## src/rtl/bcd_adj_pkg.sv

```systemverilog
package bcd_adj_pkg;
  localparam int unsigned WORD_W   = 16;
  localparam int unsigned LANE_W   = 8;
  localparam int unsigned DIGIT_W  = 4;
  localparam int unsigned DIGIT_MAX = 9;
  localparam int unsigned STEP     = 6;

  typedef enum logic {
    OP_ADD = 1'b0,
    OP_SUB = 1'b1
  } adj_op_e;
endpackage

```

## src/rtl/bcd_adj_detect.sv

```systemverilog
module bcd_adj_detect #(
  parameter int unsigned DIGIT_W   = 4,
  parameter int unsigned DIGIT_MAX = 9
) (
  input  logic [DIGIT_W-1:0] digit,
  input  logic               half_carry,
  output logic               need_fix
);
  localparam logic [DIGIT_W-1:0] LIMIT = DIGIT_W'(DIGIT_MAX);

  always_comb begin
    need_fix = half_carry || (digit > LIMIT);
  end
endmodule

```

## src/rtl/bcd_adj_core.sv

```systemverilog
module bcd_adj_core
  import bcd_adj_pkg::*;
#(
  parameter int unsigned WORD_W  = 16,
  parameter int unsigned LANE_W  = 8,
  parameter int unsigned DIGIT_W = 4,
  parameter int unsigned STEP    = 6
) (
  input  logic [WORD_W-1:0] ax_in,
  input  adj_op_e           op,
  input  logic              need_fix,
  output logic [WORD_W-1:0] ax_out
);
  localparam int unsigned HIGH_W = WORD_W - LANE_W;
  localparam int unsigned PAD_W  = LANE_W - DIGIT_W;
  localparam logic [WORD_W-1:0] STEP_W = WORD_W'(STEP);
  localparam logic [HIGH_W-1:0] ONE_H  = HIGH_W'(1);

  logic [WORD_W-1:0] stepped;
  logic [HIGH_W-1:0] high_next;
  logic [WORD_W-1:0] chosen;

  // whole-word correction: carry/borrow leaves the low lane into the high lane
  always_comb begin
    if (op == OP_ADD) stepped = ax_in + STEP_W;
    else              stepped = ax_in - STEP_W;
  end

  // explicit high-lane step, stacked on top of any carry or borrow
  always_comb begin
    if (op == OP_ADD) high_next = stepped[WORD_W-1:LANE_W] + ONE_H;
    else              high_next = stepped[WORD_W-1:LANE_W] - ONE_H;
  end

  always_comb begin
    if (need_fix) chosen = {high_next, stepped[LANE_W-1:0]};
    else          chosen = ax_in;
  end

  // only the low digit of the low lane survives
  generate
    if (PAD_W > 0) begin : g_pad
      assign ax_out = {chosen[WORD_W-1:LANE_W], {PAD_W{1'b0}}, chosen[DIGIT_W-1:0]};
    end else begin : g_nopad
      assign ax_out = chosen;
    end
  endgenerate

  always_comb begin
    if (!need_fix)
      assert_keep_high_R7: assert (ax_out[WORD_W-1:LANE_W] == ax_in[WORD_W-1:LANE_W]);
    else
      assert_high_moves_R2_R4: assert (ax_out[WORD_W-1:LANE_W] != ax_in[WORD_W-1:LANE_W]);
  end
endmodule

```

## src/rtl/bcd_adj_stage.sv

```systemverilog
module bcd_adj_stage #(
  parameter int unsigned DATA_W = 18
) (
  input  logic              clk,
  input  logic              rst_n,
  input  logic              in_valid,
  output logic              in_ready,
  input  logic [DATA_W-1:0] in_data,
  output logic              out_valid,
  input  logic              out_ready,
  output logic [DATA_W-1:0] out_data
);
  assign in_ready = !out_valid || out_ready;

  always_ff @(posedge clk or negedge rst_n) begin
    if (!rst_n) begin
      out_valid <= 1'b0;
      out_data  <= '0;
    end else if (in_ready) begin
      out_valid <= in_valid;
      if (in_valid) out_data <= in_data;
    end
  end

  assert_accept_R9: assert property (@(posedge clk) disable iff (!rst_n)
    (in_valid && in_ready) |=> out_valid);
  assert_hold_R10: assert property (@(posedge clk) disable iff (!rst_n)
    (out_valid && !out_ready) |=> (out_valid && $stable(out_data)));
endmodule

```

## src/rtl/bcd_adj_unit.sv

```systemverilog
module bcd_adj_unit
  import bcd_adj_pkg::*;
#(
  parameter int unsigned AX_W    = bcd_adj_pkg::WORD_W,
  parameter int unsigned LN_W    = bcd_adj_pkg::LANE_W,
  parameter int unsigned DG_W    = bcd_adj_pkg::DIGIT_W,
  parameter int unsigned DG_MAX  = bcd_adj_pkg::DIGIT_MAX,
  parameter int unsigned FIX     = bcd_adj_pkg::STEP
) (
  input  logic            clk,
  input  logic            rst_n,
  input  logic            in_valid,
  output logic            in_ready,
  input  logic [AX_W-1:0] in_ax,
  input  logic            in_af,
  input  logic            in_op,
  output logic            out_valid,
  input  logic            out_ready,
  output logic [AX_W-1:0] out_ax,
  output logic            out_af,
  output logic            out_cf
);
  localparam int unsigned PAY_W = AX_W + 2;

  logic            need_fix;
  logic [AX_W-1:0] ax_fixed;
  adj_op_e         op_sel;
  logic [PAY_W-1:0] pay_in;
  logic [PAY_W-1:0] pay_out;

  assign op_sel = adj_op_e'(in_op);

  bcd_adj_detect #(.DIGIT_W(DG_W), .DIGIT_MAX(DG_MAX)) u_detect (
    .digit      (in_ax[DG_W-1:0]),
    .half_carry (in_af),
    .need_fix   (need_fix)
  );

  bcd_adj_core #(.WORD_W(AX_W), .LANE_W(LN_W), .DIGIT_W(DG_W), .STEP(FIX)) u_core (
    .ax_in    (in_ax),
    .op       (op_sel),
    .need_fix (need_fix),
    .ax_out   (ax_fixed)
  );

  assign pay_in = {need_fix, need_fix, ax_fixed};

  bcd_adj_stage #(.DATA_W(PAY_W)) u_stage (
    .clk       (clk),
    .rst_n     (rst_n),
    .in_valid  (in_valid),
    .in_ready  (in_ready),
    .in_data   (pay_in),
    .out_valid (out_valid),
    .out_ready (out_ready),
    .out_data  (pay_out)
  );

  assign out_ax = pay_out[AX_W-1:0];
  assign out_cf = pay_out[AX_W];
  assign out_af = pay_out[AX_W+1];

  assert_flag_forces_R5: assert property (@(posedge clk) disable iff (!rst_n)
    (in_valid && in_ready && in_af) |=> (out_af && out_cf));
  assert_nib_clear_R6: assert property (@(posedge clk) disable iff (!rst_n)
    out_valid |-> (out_ax[LN_W-1:DG_W] == '0));
endmodule

```

## config.mk

```make
export PLATFORM = sky130hd
export DESIGN_NAME = bcd_adj_unit
export DESIGN_NICKNAME = d
export VERILOG_FILES = /design/src/rtl/bcd_adj_pkg.sv /design/src/rtl/bcd_adj_detect.sv /design/src/rtl/bcd_adj_core.sv /design/src/rtl/bcd_adj_stage.sv /design/src/rtl/bcd_adj_unit.sv
export SDC_FILE = /design/constraint.sdc
export NUM_CORES = 1
export LEC_CHECK = 0
export BUFFER_PORTS_ARGS = -buffer_cell sky130_fd_sc_hd__buf_2
export CAP_MARGIN = 20
export CORE_MARGIN = 10
export CORE_UTILIZATION = 35
export CTS_CLUSTER_DIAMETER = 50
export DETAILED_ROUTE_END_ITERATION = 10
export PLACE_DENSITY = 0.69
export SLEW_MARGIN = 20
export SYNTH_ARGS = -nofsm -noshare
export SYNTH_HDL_FRONTEND = slang
export SYNTH_SLANG_ARGS = --single-unit
```

## constraint.sdc

```tcl
create_clock -name clk -period 1.15 [get_ports clk]
set_clock_uncertainty 0.05 [all_clocks]
set_input_delay 0.23 -clock clk [delete_from_list [all_inputs] [get_ports clk]]
set_output_delay 0.23 -clock clk [all_outputs]
set_load 0.05 [all_outputs]
```

### Yosys cells after proc, flatten, opt, wreduce, memory -nomap -nowiden

Cells that the tools add are included.
Widths: inputs -> output; s select.

* register bits after elaboration: 14
* bits of input ports: 22
* output and inout port bits: 20
* logic and storage cells: 14

* $add $sub $neg: 4
* magnitude comparators: 1
* muxes and demuxes: 3
* reductions and logical operators: 4

Operator list (count)
* $mux 16: 2
* $add 16x3->16 const B: 1
* $sub 16x3->16 const B: 1
* $add 8x1->8 const B: 1
* $mux 8: 1
* $sub 8x1->8 const B: 1
* $gt 4x4->1 const B: 1
* $logic_or 1x1->1: 2
* $reduce_and 2->1: 1
* $logic_not 1->1: 1

### Depth between registers and ports, before layout

* word-level depth: 5
* mapped depth: 16
* depth with buffers taken out: 16

### Cells and area by module

From an unflattened synthesis, not the netlist that was laid out.

* cell total of the unflattened synthesis: 181
* area, all modules: 1804.2 sq um

Modules (own cells, without submodules)
* bcd_adj_core: times used 1, cells each 138, area each 1034.7 sq um, seq. area each 0.0 sq um
* bcd_adj_stage: times used 1, cells each 41, area each 758.2 sq um, seq. area each 475.5 sq um
* bcd_adj_detect: times used 1, cells each 2, area each 11.3 sq um, seq. area each 0.0 sq um

### Worst setup path after synthesis

No wires, ideal clock.

* path type: input to register
* start point: in in_ax[1]
* end point: reg u_stage.out_data[15]
* library setup time: 0.082 ns
* arrival: 3.395 ns
* required time: 1.018 ns
* path slack: -2.377 ns
* stages: 15
* path through: inv_1 fa_1 nor2b_1 o31ai_1 a211oi_1 nor2_1 o21ai_0 xor2_1 ha_1 and3_1 a221o_1 a221o_2 xnor2_1 or3_1 a31oi_1

* longest elaborated chain between the ends: 5

Ends and longest elaborated chain
* start, declared: line bcd_adj_unit.sv:14 `input logic [AX_W-1:0] in_ax,`
* $add 16x3->16 / $sub 16x3->16 (equally long branches): line bcd_adj_core.sv:25, bcd_adj_core.sv:26
* $mux 16: line bcd_adj_core.sv:25 `if (op == OP_ADD) stepped = ax_in + STEP_W;`
* $add 8x1->8 / $sub 8x1->8 (equally long branches): line bcd_adj_core.sv:31, bcd_adj_core.sv:32
* $mux 8: line bcd_adj_core.sv:31 `if (op == OP_ADD) high_next = stepped[WORD_W-1:LANE_W] + ONE_H;`
* $mux 16 *: line bcd_adj_core.sv:36 `if (need_fix) chosen = {high_next, stepped[LANE_W-1:0]};`
* end signal, assigned: line bcd_adj_stage.sv:21 `if (in_valid) out_data <= in_data;`
* end, declared: line bcd_adj_stage.sv:11 `output logic [DATA_W-1:0] out_data`

Every way passes the cells marked *; elsewhere a longest branch is shown, timed or not.
A chain may end at the register's enable or synchronous reset.

### Final worst setup path

* start point: in in_op
* end point: reg u_stage.out_data[15]

* longest elaborated chain between the ends: 4

Ends and longest elaborated chain
* start, declared: line bcd_adj_unit.sv:16 `input logic in_op,`
* $mux 16: line bcd_adj_core.sv:25
* $add 8x1->8 / $sub 8x1->8 (equally long branches): line bcd_adj_core.sv:31, bcd_adj_core.sv:32
* $mux 8 *: line bcd_adj_core.sv:31
* $mux 16 *: line bcd_adj_core.sv:36

Marks and branches as above.

==> qor.csv <==
metric,value,unit
drc,0,
drt_iter0_drc,64,
r2r_end,u_stage.out_data[11],
worstSetupStartpointType,input port,
antenna_found_initial,0,
dp_hpwl,3430,um
layout-drive-gt1-share,0.518,
grt_pass1_wl,7090,um
required,1.26,ns
nets,322,
cts_num_sinks,14,
yosysUniqueCellTypes,37,
powerDensity,1310,nW/um^2
max_freq,300,MHz
synth_edf_count,0,
cts-root-buf,clkbuf_8,
ios,42,
grt_usage,0.115,
drt-total-wl,4210,um
wl_per_cell,12.9,um
diodes,0,
cts_max_path_buffers,2,
reg2reg_from,u_stage.out_valid,
r2r_slack,0.02,ns
die_w,84.1,um
num_vias,1628,
die_area,7070,sq um
ff2ff_path_depth,5,
postSynth.asyncResetShare,1.00,
hold_slack,0.144,ns
yosysWarningCount,0,
path_cells,"buf_8, buf_6, inv_12, ha_4, a211oi_4, nor4_4, or3_1, a21oi_2, xnor2_1, ha_1, a21o_1, a221o_1, a221o_2, xnor2_1, or3_1, a31oi_1",
syn_inst,176,
avgSynthCellArea,8.17,sq um
fp.coreArea,4000,sq um
clock_latency,0.24,ns
final_util,0.625,
critPathMaxFanout,4,
synthesis.area,1440,sq um
dieHeight,84.1,um
yosysTopAreaCell,dfrtp_1,
place_congestion,0.763,
power,3.28,mW
syn_to_final_growth,73.9,%
finalMaxSlewViolations,0,
synth_area_leaders,"dfrtp_1 24%, ha_1 17%, a21oi_1 8.0%",
hold_viol,0,
cts_tree,yes,
fin_cells,326,
cap_violations,0,
start_util,0.359,
min_from,in_ax[0],
status,"complete, but fails checks",
first_pass_iters,4,
nFillCells,340,
worst-setup-path-type,in -> reg,
peakVddDrop,550,uV
ys_seq_elements,14,
hold_class,in -> reg,
setup_viol,11,
grt_pass1_vias,1680,
grt_max_degree,21,
setup.worst_path.end_class,flip-flop,
dp.cells,310,
yosysSeqAreaShare,0.244,
worst_path_max_delay_cell,or3_1,
htree_levels,1,
cts_made_buffers,3,
worstHoldEndpoint,u_stage.out_data[0],
rsz0062_at_grt,true,
fin_crit_sh,2.90,
port_buffers,37,
clk_pin_slew_worst_paths,0.05,ns
fin_ws,-2.18,ns
critPathBufInv,3,
avgViaCountPerCell,4.99,
overflow,0,
leakagePower,1.23,nW
ys.flop_type,dfrtp_1,
antenna_left,0,
finalCriticalPeriod,3.33,ns
rows,23,
hold_path_depth,3,
arrival,3.44,ns
max_stage_delay,0.39,ns
critPathTopFamily,compound AO/OA/AOI/OAI gates,
synth_top_area_share,0.244,
violations,setup timing,
where the power goes:
group | switching [mW] | total [mW] | internal (mW)
Clock | 0.152 | 0.382 | 0.231
Sequential | 0.0642 | 0.674 | 0.610
Combinational | 1.23 | 2.22 | 0.996
Total | 1.44 | 3.28 | 1.84
registers in the layout, summed over array words and instances, names as in the netlist:
signal / cells
u_stage.out_data: 13
u_stage.out_valid: 1
metal layers:
metal  vias to the layer above  share of wire  global-route usage
met2                        43           0.48               0.194
met5                         -              0                   0
met1                       740           0.43               0.129
met3                        11          0.058              0.0322
met4                         0          0.029              0.0533
li1                        834              -                   -
metrics by stage:
| stage | instance area, sq um | TNS, ns | worst slack (ns) |
|---|---|---|---|
| floorplan | 1590 | -11.58 | -2.14 |
| global placement | 2180 | -15.94 | -2.47 |
| detailed placement | 2180 | -16.24 | -2.57 |
| CTS | 2400 | -13.89 | -2.20 |
| global route | 2500 | -16.19 | -2.33 |
| finish | 2500 | -14.79 | -2.18 |
worst min-delay path, delay by kind of cell:
kind                   cells  cell delay (ns)
AND/OR/NAND/NOR            2             0.09
buffers and inverters      1             0.08
worst max path at each step:
stage                           endpoint  slack (ns)  startpoint  cells past startpoint
floorplan           u_stage.out_data[15]       -2.14       in_op                     14
global placement    u_stage.out_data[15]       -2.47       in_op                     16
detailed placement  u_stage.out_data[15]       -2.57       in_op                     16
CTS                 u_stage.out_data[15]       -2.20       in_op                     16
global route        u_stage.out_data[15]       -2.33       in_op                     16
finish              u_stage.out_data[15]       -2.18       in_op                     16
layout by cell type, fill, tap and decap left out, types with 3 or more instances in the layout:
master,synthesis,final
ha_1,20,14
and3_1,3,3
buf_6,0,7
inv_1,7,4
clkbuf_8,0,3
a21o_1,4,4
a21oi_1,23,17
a21oi_2,0,6
ha_4,0,5
o21ai_1,0,11
clkbuf_4,0,8
nand2_1,22,21
conb_1,1,4
buf_2,0,24
xnor2_1,6,5
or3_1,3,3
nor2_1,8,6
dfrtp_1,14,12
xor2_1,5,5
o21ai_0,19,6
buf_4,5,59
logic make-up after synthesis:
| family | after synthesis | synth area share |
|---|---|---|
| compound gates | 60 | 0.252 |
| xor+xnor | 11 | 0.0670 |
| fa+ha+maj | 22 | 0.202 |
| buf+inv | 15 | 0.0522 |
| flops | 14 | 0.244 |
| mux | 1 | 0.00783 |
| other cells | 1 | 0.00261 |
| simple gates | 52 | 0.173 |
area by class of cell:
type	count	area [sq um]	share of cell area
Timing Repair Buffer	102	762	0.305
Sequential cell	14	353	0.141
Clock buffer	3	41.3	0.0165
Tap cell	50	62.6	0.0250
Inverter	7	38.8	0.0155
Multi-Input combinational cell	150	1240	0.497
cell usage after synthesis (3+ instances only):
library cell  count
ha_1             20
xor2_1            5
xnor2_1           6
nor2b_1           4
dfrtp_1          14
inv_1             7
nand2b_1          3
a21o_1            4
o21ai_0          19
and3_1            3
clkbuf_1          3
nand2_1          22
a21oi_1          23
buf_4             5
nor3_1            3
or3_1             3
nor2_1            8
what timing repair did:
action                                 4_1_cts  5_1_grt
setup endpoints to repair                   14       24
gates resized for setup                     31       19
pin swaps                                   17        7
endpoints found under the hold margin       14        0
cloned                                       1        0
hold buffers                                 1        0
buffers inserted                            12        5
(Power assumes the default switching activity.)
